===== src/rtl/wdog_pkg.sv =====
// Package: shared addresses, key words and status bit positions for the
// posted-write watchdog. Assumes word addressing on a 3-bit address bus.
package wdog_pkg;
    localparam int ADDR_W    = 3;
    localparam int DATA_W    = 32;
    localparam int NUM_SLOTS = 4;

    typedef enum logic [ADDR_W-1:0] {
        A_CTRL  = 3'd0,
        A_LOAD  = 3'd1,
        A_COUNT = 3'd2,
        A_TRIG  = 3'd3,
        A_KEY   = 3'd4,
        A_PEND  = 3'd5
    } reg_addr_e;

    // slot indices for the posted registers
    localparam int SL_CTRL = 0;
    localparam int SL_LOAD = 1;
    localparam int SL_TRIG = 2;
    localparam int SL_KEY  = 3;

    localparam logic [DATA_W-1:0] KEY_RUN_A  = 32'h0000_BBBB;
    localparam logic [DATA_W-1:0] KEY_RUN_B  = 32'h0000_4444;
    localparam logic [DATA_W-1:0] KEY_HALT_A = 32'h0000_AAAA;
    localparam logic [DATA_W-1:0] KEY_HALT_B = 32'h0000_5555;

    localparam logic [DATA_W-1:0] CTRL_MASK = 32'h0000_003C;
    localparam int CTRL_PRE_EN  = 5;
    localparam int CTRL_EXP_LSB = 2;
    localparam int CTRL_EXP_W   = 3;

    // bus address that feeds each posted slot
    function automatic logic [ADDR_W-1:0] slot_addr(input int idx);
        case (idx)
            SL_CTRL: slot_addr = A_CTRL;
            SL_LOAD: slot_addr = A_LOAD;
            SL_TRIG: slot_addr = A_TRIG;
            default: slot_addr = A_KEY;
        endcase
    endfunction

    // status-register bit that reports each slot as busy
    function automatic int slot_pend_bit(input int idx);
        case (idx)
            SL_CTRL: slot_pend_bit = 0;
            SL_LOAD: slot_pend_bit = 2;
            SL_TRIG: slot_pend_bit = 3;
            default: slot_pend_bit = 4;
        endcase
    endfunction
endpackage


===== src/rtl/wdog_post_slot.sv =====
// Posted-write slot: holds one register write until POST_TICKS slow ticks
// have passed, then pulses commit_o for one cycle with the held data.
// Assumes tick_en is a one-cycle enable. A write in the same cycle as a
// tick wins, and that tick is not counted.
module wdog_post_slot #(
    parameter int DATA_W     = 32,
    parameter int POST_TICKS = 3
) (
    input  logic              clk,
    input  logic              rst_n,
    input  logic              tick_en,
    input  logic              wr_i,
    input  logic [DATA_W-1:0] wdata_i,
    output logic              busy_o,
    output logic              commit_o,
    output logic [DATA_W-1:0] data_o
);
    localparam int CW = $clog2(POST_TICKS + 1);

    logic [CW-1:0] left_q;

    assign commit_o = busy_o && tick_en && !wr_i && (left_q == CW'(1));

    // capture a write, then count slow ticks down to the commit
    always_ff @(posedge clk) begin
        if (!rst_n) begin
            busy_o <= 1'b0;
            left_q <= '0;
            data_o <= '0;
        end else if (wr_i) begin
            busy_o <= 1'b1;
            left_q <= CW'(POST_TICKS);
            data_o <= wdata_i;
        end else if (commit_o) begin
            busy_o <= 1'b0;
            left_q <= '0;
        end else if (busy_o && tick_en) begin
            left_q <= left_q - CW'(1);
        end
    end
endmodule


===== src/rtl/wdog_key_seq.sv =====
// Key sequencer: follows committed key words and sets or clears the run
// flag only after a complete start or stop pair. Assumes each word arrives
// as a one-cycle commit pulse.
module wdog_key_seq
    import wdog_pkg::*;
(
    input  logic              clk,
    input  logic              rst_n,
    input  logic              commit_i,
    input  logic [DATA_W-1:0] key_i,
    output logic              run_o
);
    typedef enum logic [1:0] {K_IDLE, K_ARM_RUN, K_ARM_HALT} kstate_e;

    kstate_e st_q;

    // advance the key state and update the run flag on each committed word
    always_ff @(posedge clk) begin
        if (!rst_n) begin
            st_q  <= K_IDLE;
            run_o <= 1'b0;
        end else if (commit_i) begin
            if (key_i == KEY_RUN_A) begin
                st_q <= K_ARM_RUN;
            end else if (key_i == KEY_HALT_A) begin
                st_q <= K_ARM_HALT;
            end else begin
                st_q <= K_IDLE;
                if (st_q == K_ARM_RUN && key_i == KEY_RUN_B)
                    run_o <= 1'b1;
                else if (st_q == K_ARM_HALT && key_i == KEY_HALT_B)
                    run_o <= 1'b0;
            end
        end
    end
endmodule


===== src/rtl/wdog_counter.sv =====
// Up-counter with power-of-two prescaler and overflow reset pulse. It steps
// on slow ticks while running. A wrap past all-ones reloads from load_i and
// holds rst_o high until the next step. reload_i takes priority over a step.
module wdog_counter #(
    parameter int CNT_W = 32,
    parameter int EXP_W = 3
) (
    input  logic             clk,
    input  logic             rst_n,
    input  logic             tick_en,
    input  logic             run_i,
    input  logic             pre_en_i,
    input  logic [EXP_W-1:0] pre_exp_i,
    input  logic             reload_i,
    input  logic [CNT_W-1:0] load_i,
    output logic [CNT_W-1:0] count_o,
    output logic             rst_o
);
    localparam int PRE_W = (1 << EXP_W) - 1;

    logic [PRE_W-1:0] pre_q;
    logic [PRE_W-1:0] pre_max;
    logic             step;

    assign pre_max = (PRE_W'(1) << pre_exp_i) - PRE_W'(1);
    assign step    = run_i && tick_en && (!pre_en_i || pre_q == pre_max);

    // prescaler: counts ticks between counter steps
    always_ff @(posedge clk) begin
        if (!rst_n || reload_i || !run_i || !pre_en_i) begin
            pre_q <= '0;
        end else if (tick_en) begin
            pre_q <= step ? '0 : pre_q + PRE_W'(1);
        end
    end

    // main counter: reload, increment, or wrap to reload value
    always_ff @(posedge clk) begin
        if (!rst_n) begin
            count_o <= '0;
        end else if (reload_i) begin
            count_o <= load_i;
        end else if (step) begin
            count_o <= (&count_o) ? load_i : count_o + CNT_W'(1);
        end
    end

    // reset pulse: raised on the wrapping step, dropped on the next one
    always_ff @(posedge clk) begin
        if (!rst_n || !run_i) begin
            rst_o <= 1'b0;
        end else if (step) begin
            rst_o <= &count_o;
        end
    end
endmodule


===== src/rtl/wdog_posted.sv =====
// Top: posted-write watchdog timer. Decodes the register bus, posts each
// writable register through its own slot, and applies matured writes.
// Control and reload writes are discarded while running, and a trigger
// reloads only on a new word. Reads are registered (one-cycle latency).
module wdog_posted
    import wdog_pkg::*;
#(
    parameter int POST_TICKS = 3
) (
    input  logic              clk,
    input  logic              rst_n,
    input  logic              tick_en,
    input  logic              wr_en,
    input  logic              rd_en,
    input  logic [ADDR_W-1:0] addr,
    input  logic [DATA_W-1:0] wdata,
    output logic [DATA_W-1:0] rdata,
    output logic              wdog_rst_o
);
    logic [NUM_SLOTS-1:0] slot_busy;
    logic [NUM_SLOTS-1:0] slot_commit;
    logic [DATA_W-1:0]    slot_data [NUM_SLOTS];

    logic [DATA_W-1:0] ctrl_q;
    logic [DATA_W-1:0] load_q;
    logic [DATA_W-1:0] trig_q;
    logic [DATA_W-1:0] count;
    logic [DATA_W-1:0] pend_word;
    logic              run;
    logic              reload;

    // one posted slot per writable register
    for (genvar i = 0; i < NUM_SLOTS; i++) begin : g_slot
        wdog_post_slot #(
            .DATA_W    (DATA_W),
            .POST_TICKS(POST_TICKS)
        ) u_slot (
            .clk     (clk),
            .rst_n   (rst_n),
            .tick_en (tick_en),
            .wr_i    (wr_en && (addr == slot_addr(i))),
            .wdata_i (wdata),
            .busy_o  (slot_busy[i]),
            .commit_o(slot_commit[i]),
            .data_o  (slot_data[i])
        );
    end

    // gather the busy flags into their status-register bit positions
    always_comb begin
        pend_word = '0;
        for (int i = 0; i < NUM_SLOTS; i++)
            pend_word[slot_pend_bit(i)] = slot_busy[i];
    end

    assign reload = slot_commit[SL_TRIG] && (slot_data[SL_TRIG] != trig_q);

    // apply matured control, reload and trigger writes
    always_ff @(posedge clk) begin
        if (!rst_n) begin
            ctrl_q <= '0;
            load_q <= '0;
            trig_q <= '0;
        end else begin
            if (slot_commit[SL_CTRL] && !run)
                ctrl_q <= slot_data[SL_CTRL] & CTRL_MASK;
            if (slot_commit[SL_LOAD] && !run)
                load_q <= slot_data[SL_LOAD];
            if (slot_commit[SL_TRIG])
                trig_q <= slot_data[SL_TRIG];
        end
    end

    wdog_key_seq u_key (
        .clk     (clk),
        .rst_n   (rst_n),
        .commit_i(slot_commit[SL_KEY]),
        .key_i   (slot_data[SL_KEY]),
        .run_o   (run)
    );

    wdog_counter #(
        .CNT_W(DATA_W),
        .EXP_W(CTRL_EXP_W)
    ) u_cnt (
        .clk      (clk),
        .rst_n    (rst_n),
        .tick_en  (tick_en),
        .run_i    (run),
        .pre_en_i (ctrl_q[CTRL_PRE_EN]),
        .pre_exp_i(ctrl_q[CTRL_EXP_LSB +: CTRL_EXP_W]),
        .reload_i (reload),
        .load_i   (load_q),
        .count_o  (count),
        .rst_o    (wdog_rst_o)
    );

    // registered read mux
    always_ff @(posedge clk) begin
        if (!rst_n) begin
            rdata <= '0;
        end else if (rd_en) begin
            case (addr)
                A_CTRL:  rdata <= ctrl_q;
                A_LOAD:  rdata <= load_q;
                A_COUNT: rdata <= count;
                A_TRIG:  rdata <= trig_q;
                A_PEND:  rdata <= pend_word;
                default: rdata <= '0;
            endcase
        end
    end
endmodule


===== config.mk =====
export PLATFORM = sky130hd
export DESIGN_NAME = wdog_posted
export DESIGN_NICKNAME = d
export VERILOG_FILES = /design/src/rtl/wdog_pkg.sv /design/src/rtl/wdog_post_slot.sv /design/src/rtl/wdog_key_seq.sv /design/src/rtl/wdog_counter.sv /design/src/rtl/wdog_posted.sv
export SDC_FILE = /design/constraint.sdc
export NUM_CORES = 1
export LEC_CHECK = 0
export ABC_CLOCK_PERIOD_IN_PS = 4350
export CORE_ASPECT_RATIO = 1.4
export CORE_MARGIN = 3
export CORE_UTILIZATION = 55
export CTS_CLUSTER_SIZE = 8
export DETAILED_ROUTE_END_ITERATION = 6
export GPL_ROUTABILITY_DRIVEN = 0
export GPL_TIMING_DRIVEN = 1
export PLACE_DENSITY = 0.78
export SLEW_MARGIN = 40
export SYNTH_ARGS = -nofsm -noshare
export SYNTH_HDL_FRONTEND = slang
export SYNTH_SLANG_ARGS = --single-unit

===== constraint.sdc =====
create_clock -name clk -period 4.35 [get_ports clk]
set_clock_uncertainty 0.2 [all_clocks]
set_input_delay 0.6525 -clock clk [delete_from_list [all_inputs] [get_ports clk]]
set_output_delay 0.6525 -clock clk [all_outputs]
set_load 0.005 [all_outputs]

==> flow_summary.toml <==
[power_and_ir_drop]
power.leakage_uw = 0.00435
power_frac_clock = 0.484
powerDensity_nw_per_um2 = 389
power_frac_comb = 0.046
fin_total_pwr_uw = 5100
p_sw_uw = 1130
p_int_uw = 3960
swShare = 0.223
seqPwrFrac = 0.469
ir_drop_v = 0.000328

[logic_synthesis]
async_flop_share = 0
yosys.cell_types.count = 67
synth_top_area_share = 0.454
synth-edff-count = 0
syn_inst = 1416
synth_area_leaders = "dfxtp_1 45%, nand2_1 12%, a21oi_1 9.4%, nor2_1 3.6%, xnor2_1 3.3%"
yosysMostFrequentCell = "nand2_1"
synth_nets = 1462
yosysWarnings = 0
ys_ff_latch = 255
synth_flop_cell = "dfxtp_1"
syn_avg_cell_area_um2 = 7.95
yosys.area.top_type = "dfxtp_1"
yosys-top-cells-count = "372 x nand2_1, 255 x dfxtp_1, 212 x a21oi_1"
synth_area_um2 = 11300
yosysSeqAreaShare = 0.454

[layout]
fillCellCount = 1705
area_delta_synth_final_pct = 16.2
nNetsFinal = 1497
diodes = 0
drive_gt1_frac = 0.0812
final_area_um2 = 13100
multi_input_area_um2 = 5700
regArea_um2 = 5100
instances_no_fill = 1705

[detailed_routing]
via_per_inst = 5.94
drc = 0
ant_nets = 0
wl_per_cell_um = 17.7
routed_wl_mm = 30.1
vias = 10100
dr.first_iter.drc_count = 1121
dr.pass1.iters = 7

[critical_path]
ff2ff_path_depth = 8
required_ns = 4.55
crit_arrival_ns = 3.40
crit_fanout = 9
cp-start-kind = "flip-flop"
crit_type = "flip-flop to flip-flop"
end_kind = "flip-flop"

[min_path]
hp-class = "flip-flop to flip-flop"
hold_depth = 2

[clock_tree]
cts_resized = 0
cts_tree = "yes"
cts_made_buffers = 37
path_clk_slew_ns = 0.05
clockRootBuffer = "clkbuf_16"
cts_sinks = 255
postCtsHoldBufs = 0
clk_path_buf_depth = 3
post_cts_buffers = 0
clk_latency_ns = 0.51
cts_max_level = 2

[sta]
tightest_slew_ns = 0.794
finalWorstSetupSlack_ns = 1.15
hold_viol_final = 0
rsz0062_at_grt = "false"
timing.fmax_mhz = 312
fin_setup_tns_ns = 0
max_slew_margin = 0.471
fin_crit_ns = 3.20
drv_slew = 0
fin_crit_sh = 0.736
setup_viol = 0

[place]
dp_cells = 1664
place_ws_ns = 0.854
place_area_um2 = 12100
hpwl_mm = 19.9
numPortBuffers = 72

[floorplan]
io_pins = 73
core_um2 = 20000
dieHeight_um = 175
start_util = 0.563
die-area_um2 = 22200
die_w_um = 127
rows = 61

[run_status]
outcome = "complete, no violations"

[grt]
grt_pass1_wl_mm = 48.8
grt_pass1_vias = 9600
antenna_found_initial = 0
gr-total-overflow = 0
grt_max_degree = 129
grtUsageTotal = 0.265

[run]
max-cap-violations = 0
## cells by family (layout without fill, tap and decap cells)
family	after synthesis	count (layout)	share of synthesized area
buffers and inverters	115	152	0.0427
DFF	255	255	0.454
muxes	52	52	0.0506
adders and majority gates	6	6	0.00667
and+or+nand+nor	605	605	0.232
xor gates and xnor gates	46	46	0.0358
AOI/OAI and AO/OA	337	337	0.179
## critical path, stage by stage (launching register included)
cell	delay, ns
dfxtp_1	0.43
ha_1	0.27
nand2_1	0.15
nor4_4	0.47
and2_1	0.38
and3_1	0.45
buf_4	0.24
a21oi_1	0.17
o221a_2	0.33
## worst paths after layout
kind,startpoint,to,slack (ns)
max,u_cnt.count_o[0],u_cnt.count_o[19],1.15
min,g_slot[3].u_slot.data_o[31],g_slot[3].u_slot.data_o[31],0.25
max reg2reg,u_cnt.count_o[0],u_cnt.count_o[19],1.15
min reg2reg,g_slot[3].u_slot.data_o[31],g_slot[3].u_slot.data_o[31],0.25
## power groups by stage
stage               clock, uW  sequential [uW]  combinational (uW)
CTS                      2500             2390                 236
detailed placement          0             2430                 235
global placement            0             2430                 230
floorplan                   0             2430                 135
global route             2590             2390                 257
finish                   2470             2390                 237
## layout by cell type, fill, tap and decap left out, types with 3 or more instances in the layout
cell type and instances:
xor2_1 4, dfxtp_1 255, nand2_1 372, o21ai_0 28
nor4_1 11, nand3_1 17, o32ai_1 3, o311ai_0 3
inv_1 13, nor3_1 14, nand2b_1 3, mux2i_1 22
a32o_1 9, a31oi_1 6, a222oi_1 3, and2_1 6
a22oi_1 31, a221oi_1 4, nor2_1 106, nor4b_1 3
a311oi_1 5, buf_4 22, a21oi_1 211, o211ai_1 4
mux2_2 29, o22ai_1 4, nand4_1 33, nor2b_1 6
clkdlybuf4s50_1 71, ha_1 6, xnor2_1 42, clkbuf_16 37
and3_1 13
## flip-flops by register name, summed over array words and instances, names as in the netlist
register	cells
u_key.st_q	2
g_slot.u_slot.left_q	8
u_cnt.pre_q	7
u_cnt.rst_o	1
u_key.run_o	1
ctrl_q	4
g_slot.u_slot.data_o	100
rdata	32
load_q	32
trig_q	32
u_cnt.count_o	32
g_slot.u_slot.busy_o	4
## routing by layer
metal	track usage	vias up	routed length (um)
li1	-	4947	-
met1	0.350	4717	12600
met2	0.435	388	14500
met3	0.0441	71	2090
met4	0.103	0	862
met5	0	-	0
## metrics by stage
step | hold WS [ns] | utilization
after floorplan | 0.232 | -
after global placement | 0.238 | 0.604
after detailed placement | 0.246 | 0.606
after CTS | 0.253 | 0.654
after global routing | 0.274 | 0.654
final | 0.253 | 0.654
## area by class of cell
cell class	count	share of cell area
multi-input cells	1046	0.436
clock inverters	3	0.00316
clock buffers	38	0.0711
inverters	15	0.00469
well taps	252	0.0241
repair buffers	96	0.0710
flip-flops and latches	255	0.390
Power figures use the tool's default switching activity.
